[src/rtl/rsup_pkg.sv]
package rsup_pkg;
  localparam int NFLT = 6;

  // Bit index i of the qualified vector corresponds to code i+1 (priority order).
  typedef enum logic [2:0] {
    FC_NONE        = 3'd0,
    FC_SUPPLY_OV   = 3'd1,
    FC_OVERLOAD    = 3'd2,
    FC_LINE_OV     = 3'd3,
    FC_THERMAL     = 3'd4,
    FC_SENSE_SHORT = 3'd5,
    FC_UNDERVOLT   = 3'd6
  } faultCode_e;

  typedef enum logic [1:0] {
    POL_PLAIN     = 2'd0,
    POL_HOLD      = 2'd1,
    POL_ALTERNATE = 2'd2
  } policy_e;

  typedef struct packed {
    logic armed;   // blanking counters may run
  } ctlStrobe_t;

  typedef struct packed {
    logic [NFLT-1:0] qual;
    logic            chargeEdge;
    logic            lineHigh;
    logic            hotHeld;
  } dpStatus_t;

  function automatic policy_e policyOf(faultCode_e c);
    case (c)
      FC_SUPPLY_OV, FC_OVERLOAD: policyOf = POL_ALTERNATE;
      FC_LINE_OV, FC_THERMAL:    policyOf = POL_HOLD;
      default:                   policyOf = POL_PLAIN;
    endcase
  endfunction
endpackage

[src/rtl/rsup_datapath.sv]
module rsup_datapath
  import rsup_pkg::*;
#(
  parameter int VOV_BLANK = 55,
  parameter int OLP_BLANK = 54000,
  parameter int LOV_BLANK = 250,
  parameter int OTP_BLANK = 50,
  parameter int CSS_BLANK = 1,
  parameter int UV_BLANK  = 50
) (
  input  logic       clk,
  input  logic       rstN,
  input  logic       tick,
  input  logic       vccOn,
  input  logic       vccLow,
  input  logic       vccOv,
  input  logic       lineOv,
  input  logic       fbHigh,
  input  logic       otHot,
  input  logic       otCool,
  input  logic       csShort,
  input  logic       burstMode,
  input  logic       burstIdle,
  input  ctlStrobe_t ctl,
  output dpStatus_t  stat
);
  localparam int LIM [NFLT] = '{VOV_BLANK, OLP_BLANK, LOV_BLANK,
                                OTP_BLANK, CSS_BLANK, UV_BLANK};

  function automatic int maxLim();
    int m = 1;
    for (int i = 0; i < NFLT; i++) if (LIM[i] > m) m = LIM[i];
    return m;
  endfunction

  localparam int CW = $clog2(maxLim() + 1);

  logic [NFLT-1:0] cond;
  logic [NFLT-1:0] qual;
  logic            vccOnPrev;
  logic            hotHeld;

  always_comb begin
    cond    = '0;
    cond[0] = vccOv & ~(burstMode & burstIdle);
    cond[1] = fbHigh & ~burstMode;
    cond[2] = lineOv;
    cond[3] = otHot;
    cond[4] = csShort;
    cond[5] = vccLow;
  end

  for (genvar i = 0; i < NFLT; i++) begin : g_blank
    logic [CW-1:0] cnt;
    localparam logic [CW-1:0] LIMV = CW'(LIM[i]);
    always_ff @(posedge clk or negedge rstN) begin
      if (!rstN)                        cnt <= '0;
      else if (!ctl.armed || !cond[i])  cnt <= '0;
      else if (tick && cnt != LIMV)     cnt <= cnt + 1'b1;
    end
    assign qual[i] = ctl.armed & cond[i] & (cnt == LIMV);
  end

  always_ff @(posedge clk or negedge rstN) begin
    if (!rstN) begin
      vccOnPrev <= 1'b0;
      hotHeld   <= 1'b0;
    end else begin
      vccOnPrev <= vccOn;
      if (qual[3])     hotHeld <= 1'b1;
      else if (otCool) hotHeld <= 1'b0;
    end
  end

  assign stat.qual       = qual;
  assign stat.chargeEdge = vccOn & ~vccOnPrev;
  assign stat.lineHigh   = lineOv;
  assign stat.hotHeld    = hotHeld;
endmodule

[src/rtl/rsup_control.sv]
module rsup_control
  import rsup_pkg::*;
(
  input  logic       clk,
  input  logic       rstN,
  input  dpStatus_t  stat,
  output ctlStrobe_t ctl,
  output logic       gateEn,
  output logic       softStart,
  output logic [2:0] faultCode
);
  logic       running;
  policy_e    policy;
  faultCode_e code;
  logic       oddSeen;
  faultCode_e pick;
  logic       faultOk;

  always_comb begin
    pick = FC_NONE;
    for (int i = NFLT - 1; i >= 0; i--)
      if (stat.qual[i]) pick = faultCode_e'(i + 1);
  end

  always_comb begin
    case (code)
      FC_LINE_OV: faultOk = ~stat.lineHigh;
      FC_THERMAL: faultOk = ~stat.hotHeld;
      default:    faultOk = 1'b1;
    endcase
  end

  always_ff @(posedge clk or negedge rstN) begin
    if (!rstN) begin
      running   <= 1'b0;
      policy    <= POL_PLAIN;
      code      <= FC_NONE;
      oddSeen   <= 1'b0;
      softStart <= 1'b0;
    end else begin
      softStart <= 1'b0;
      if (running) begin
        if (pick != FC_NONE) begin
          running <= 1'b0;
          code    <= pick;
          policy  <= policyOf(pick);
          oddSeen <= 1'b0;
        end
      end else if (stat.chargeEdge) begin
        if ((policy == POL_PLAIN) ||
            (policy == POL_HOLD && faultOk) ||
            (policy == POL_ALTERNATE && oddSeen)) begin
          running   <= 1'b1;
          code      <= FC_NONE;
          softStart <= 1'b1;
        end else if (policy == POL_ALTERNATE) begin
          oddSeen <= 1'b1;
        end
      end
    end
  end

  assign ctl.armed = running;
  assign gateEn    = running;
  assign faultCode = code;
endmodule

[src/rtl/restart_supervisor.sv]
module restart_supervisor
  import rsup_pkg::*;
#(
  parameter int VOV_BLANK = 55,
  parameter int OLP_BLANK = 54000,
  parameter int LOV_BLANK = 250,
  parameter int OTP_BLANK = 50,
  parameter int CSS_BLANK = 1,
  parameter int UV_BLANK  = 50
) (
  input  logic       clk,
  input  logic       rstN,
  input  logic       tick,
  input  logic       vccOn,
  input  logic       vccLow,
  input  logic       vccOv,
  input  logic       lineOv,
  input  logic       fbHigh,
  input  logic       otHot,
  input  logic       otCool,
  input  logic       csShort,
  input  logic       burstMode,
  input  logic       burstIdle,
  output logic       gateEn,
  output logic       softStart,
  output logic [2:0] faultCode
);
  ctlStrobe_t ctl;
  dpStatus_t  stat;

  rsup_datapath #(
    .VOV_BLANK(VOV_BLANK), .OLP_BLANK(OLP_BLANK), .LOV_BLANK(LOV_BLANK),
    .OTP_BLANK(OTP_BLANK), .CSS_BLANK(CSS_BLANK), .UV_BLANK(UV_BLANK)
  ) u_dp (
    .clk(clk), .rstN(rstN), .tick(tick), .vccOn(vccOn), .vccLow(vccLow),
    .vccOv(vccOv), .lineOv(lineOv), .fbHigh(fbHigh), .otHot(otHot),
    .otCool(otCool), .csShort(csShort), .burstMode(burstMode),
    .burstIdle(burstIdle), .ctl(ctl), .stat(stat)
  );

  rsup_control u_ctl (
    .clk(clk), .rstN(rstN), .stat(stat), .ctl(ctl),
    .gateEn(gateEn), .softStart(softStart), .faultCode(faultCode)
  );
endmodule

[config.mk]
export PLATFORM = sky130hd
export DESIGN_NAME = restart_supervisor
export DESIGN_NICKNAME = d
export VERILOG_FILES = /design/src/rtl/rsup_pkg.sv /design/src/rtl/rsup_datapath.sv /design/src/rtl/rsup_control.sv /design/src/rtl/restart_supervisor.sv
export SDC_FILE = /design/constraint.sdc
export NUM_CORES = 1
export LEC_CHECK = 0
export ABC_CLOCK_PERIOD_IN_PS = 2690
export BUFFER_PORTS_ARGS = -buffer_cell sky130_fd_sc_hd__buf_2
export CORE_ASPECT_RATIO = 0.6
export CORE_MARGIN = 2
export CORE_UTILIZATION = 50
export DETAILED_ROUTE_END_ITERATION = 8
export PLACE_DENSITY = 0.66
export RECOVER_POWER = 25
export SLEW_MARGIN = 20
export SYNTH_ARGS = -nofsm -noshare
export SYNTH_HDL_FRONTEND = slang
export SYNTH_HIERARCHICAL = 1
export SYNTH_SLANG_ARGS = --single-unit
[constraint.sdc]
create_clock -name clk -period 2.69 [get_ports clk]
set_clock_uncertainty 0.05 [all_clocks]
set_input_delay 0.269 -clock clk [delete_from_list [all_inputs] [get_ports clk]]
set_output_delay 0.269 -clock clk [all_outputs]
set_load 0.01 [all_outputs]
==> impl_metrics.env <==
export IMPL_status="finished, final reports clean"
export IMPL_hp_start="otCool"
export IMPL_viasPerCell=5.94
export IMPL_drive_above_1_share=0.102
export IMPL_min_period_ns=2.37
export IMPL_ys_seq_area_frac=0.465
export IMPL_grt_pass1_vias=4189
export IMPL_synthFlopType="dfrtp_1"
export IMPL_clk_pin_slew_ns=0.07
export IMPL_fin_crit_sh=0.881
export IMPL_synthCells=606
export IMPL_syn_nets=630
export IMPL_synth_distinct_cells=64
export IMPL_cp_max_fo=7
export IMPL_drv_cap=0
export IMPL_syn_area_per_cell_sq_um=9.41
export IMPL_clockBufferDepth=2
export IMPL_hp_class="input pin to register"
export IMPL_setup_tns_final_ns=0
export IMPL_wirelength_um=12500
export IMPL_crit_path_start_kind="register"
export IMPL_worst_setup_path_type="register to register"
export IMPL_grt_max_degree=52
export IMPL_drt_iter0_markers=406
export IMPL_ioPinCount=18
export IMPL_h_tree_depth=3
export IMPL_coreArea_sq_mm=0.0112
export IMPL_core_rowCount=30
export IMPL_dp_final_hpwl_um=8790
export IMPL_grt_usage=0.219
export IMPL_firstDrtPassIters=7
export IMPL_netlist_area_leader_share=0.465
export IMPL_portBuffers=17
export IMPL_dieArea_sq_mm=0.0123
export IMPL_cts_root_buf="clkbuf_16"
export IMPL_p_per_area_mw_per_mm2=561
export IMPL_leakagePower_nw=2.65
export IMPL_critPathLaunch="u_dp/g_blank[4].cnt[7]$_DFFE_PN0P_"
export IMPL_diodes=0
export IMPL_async_reset_ff_frac=1.00
export IMPL_r2r_cells=7
export IMPL_rsz0062_at_grt="false"
export IMPL_slew_headroom=0.118
export IMPL_avgRoutedWirePerCell_um=16.0
export IMPL_drv_slew=0
export IMPL_worst_slew_pin_slew_ns=1.32
export IMPL_r2r_start="u_dp/g_blank[4].cnt[7]$_DFFE_PN0P_"
export IMPL_syn_cell_area_sq_mm=0.00571
export IMPL_clkSinkCount=106
export IMPL_finalSetupViolCount=0
export IMPL_finalPower_w=0.00353
export IMPL_antenna_found_initial=0
export IMPL_fmax_mhz=422
export IMPL_hold_viol=0
export IMPL_grt_pass1_wl_um=21300
export IMPL_synth_seq_cells=106
export IMPL_end_kind="register"
export IMPL_peakVddDrop_uv=413
export IMPL_die_h_um=86.7
export IMPL_holdPathStages=2
export IMPL_synth_edff_count=0
export IMPL_cp_required_ns=2.88
export IMPL_postRouteAntennaNets=0
export IMPL_nNetsFinal=657
export IMPL_syn_to_final_growth_pct=10.3
export IMPL_yosys_area_top_type="dfrtp_1"
export IMPL_drc_errors=0
export IMPL_cts_tree="done"
export IMPL_die_w_um=142
export IMPL_overflow=0
export IMPL_yosysWarningCount=6
export IMPL_clock_latency_ns=0.35
export IMPL_start_util=0.508
export IMPL_crit_arrival_ns=2.57
export IMPL_ys_top_cells_by_area="dfrtp_1 (46%), nor2_1 (5.5%), xnor2_1 (4.3%)"
export IMPL_dr_total_vias=4645
export IMPL_numCtsBuffers=9
export IMPL_gp_congestion=0.800
-- cell type report --
type	count	area, sq um
Clock inverter	6	50.0
Fill cell	985	4930
Timing Repair Buffer	34	208
Sequential cell	106	2650
Multi-Input combinational cell	460	2880
Clock buffer	10	239
Inverter	22	82.6
Tap cell	144	180
-- power by group --
group          switching [W]  internal [W]  total, W
Combinational       0.000349      0.000185  0.000534
Sequential         0.0000638       0.00165   0.00172
Clock               0.000614      0.000664   0.00128
-- cell usage in the layout, fill, tap and decap left out, types with 3 or more instances in the layout --
cell type,instances
nor3b_1,6
a21oi_1,22
nor4bb_1,3
or3_1,13
nand4_1,31
clkbuf_1,4
nor4_1,13
and4_1,8
and3_1,10
nor3_1,14
a31o_2,6
o21ai_0,20
and2_1,3
a211oi_1,5
nand2_1,61
a41oi_1,5
buf_4,13
clkbuf_16,9
dfrtp_1,106
nand3_1,24
a31oi_1,3
xor2_1,25
inv_1,22
or4_1,15
nor2_1,83
buf_2,14
ha_1,11
xnor2_1,28
o211ai_1,8
nor4b_1,3
-- cells by family (layout without fill, tap and decap cells) --
family	count (synthesis)	in the layout	synth area share
buffers and inverters	40	72	0.0303
AOI/OAI and AO/OA	87	87	0.107
adders and majority gates	11	11	0.0241
muxes	2	2	0.00351
DFF	106	106	0.465
and+or+nand+nor	307	307	0.289
xor gates and xnor gates	53	53	0.0814
-- through the flow --
stage / cells / area, sq um / utilization / hold slack, ns / setup slack [ns]
after floorplan: 606 / 5710 / - / -0.0766 / 0.439
after global placement: 764 / 6000 / 0.534 / 0.294 / 0.435
after detailed placement: 764 / 6000 / 0.534 / 0.310 / 0.350
after CTS: 782 / 6300 / 0.562 / 0.0619 / 0.336
after global routing: 782 / 6290 / 0.561 / 0.0676 / 0.144
final: 782 / 6290 / 0.561 / 0.0645 / 0.319
-- cell usage after synthesis (10+ instances only) --
master and number:
ha_1 11, nand4_1 31, and3_1 10, nand3_1 24
or3_1 13, xor2_1 25, nor2_1 83, clkbuf_1 10
inv_1 22, xnor2_1 28, dfrtp_1 106, nor4_1 13
a21oi_1 22, or4_1 15, nor3_1 14, nand2_1 61
o21ai_0 20
-- timing repair --
action / 4_1_cts / 5_1_grt
endpoints found under the hold margin: 49 / 0
endpoints found under the setup margin: 0 / 0
resized for setup: 0 / 0
hold buffers: 2 / 0
buffers inserted: 0 / 0
-- path summary, 6_finish.rpt --
| kind | endpoint | slack (ns) |
|---|---|---|
| setup / recovery | u_ctl/faultCode[0]$_DFFE_PN0P_ | 0.32 |
| hold / removal | u_dp/hotHeld$_DFFE_PN0P_ | 0.06 |
| setup reg to reg | u_ctl/faultCode[0]$_DFFE_PN0P_ | 0.32 |
| hold reg to reg | u_dp/g_blank[0].cnt[15]$_DFFE_PN0P_ | 0.50 |
| max in group asynchronous | u_dp/g_blank[2].cnt[8]$_DFFE_PN0P_ | 0.90 |
| min in group asynchronous | u_dp/g_blank[3].cnt[5]$_DFFE_PN0P_ | 0.69 |
-- layer usage --
layer / wire length, um / up-vias / track usage
li1: - / 2257 / -
met1: 6260 / 2274 / 0.332
met5: 0 / - / 0
met2: 5460 / 107 / 0.326
met3: 667 / 7 / 0.0470
met4: 95 / 0 / 0.0464
-- worst max-delay path, stage by stage (launching register included) --
cell and delay [ns]:
dfrtp_1 0.44, nor4_1 0.51, nand4_1 0.20, nor2_1 0.31
or3_1 0.21, o21ai_1 0.14, nor2b_2 0.19, a22o_1 0.23
-- registers in the layout (all words and copies together), names as in the netlist --
signal	cells
u_dp/g_blank.cnt	96
u_ctl/faultCode	3
u_ctl/policy	2
u_ctl/ctl	1
u_ctl/oddSeen	1
u_ctl/softStart	1
u_dp/hotHeld	1
u_dp/vccOnPrev	1
No activity file was read; power rests on OpenSTA's default activity.
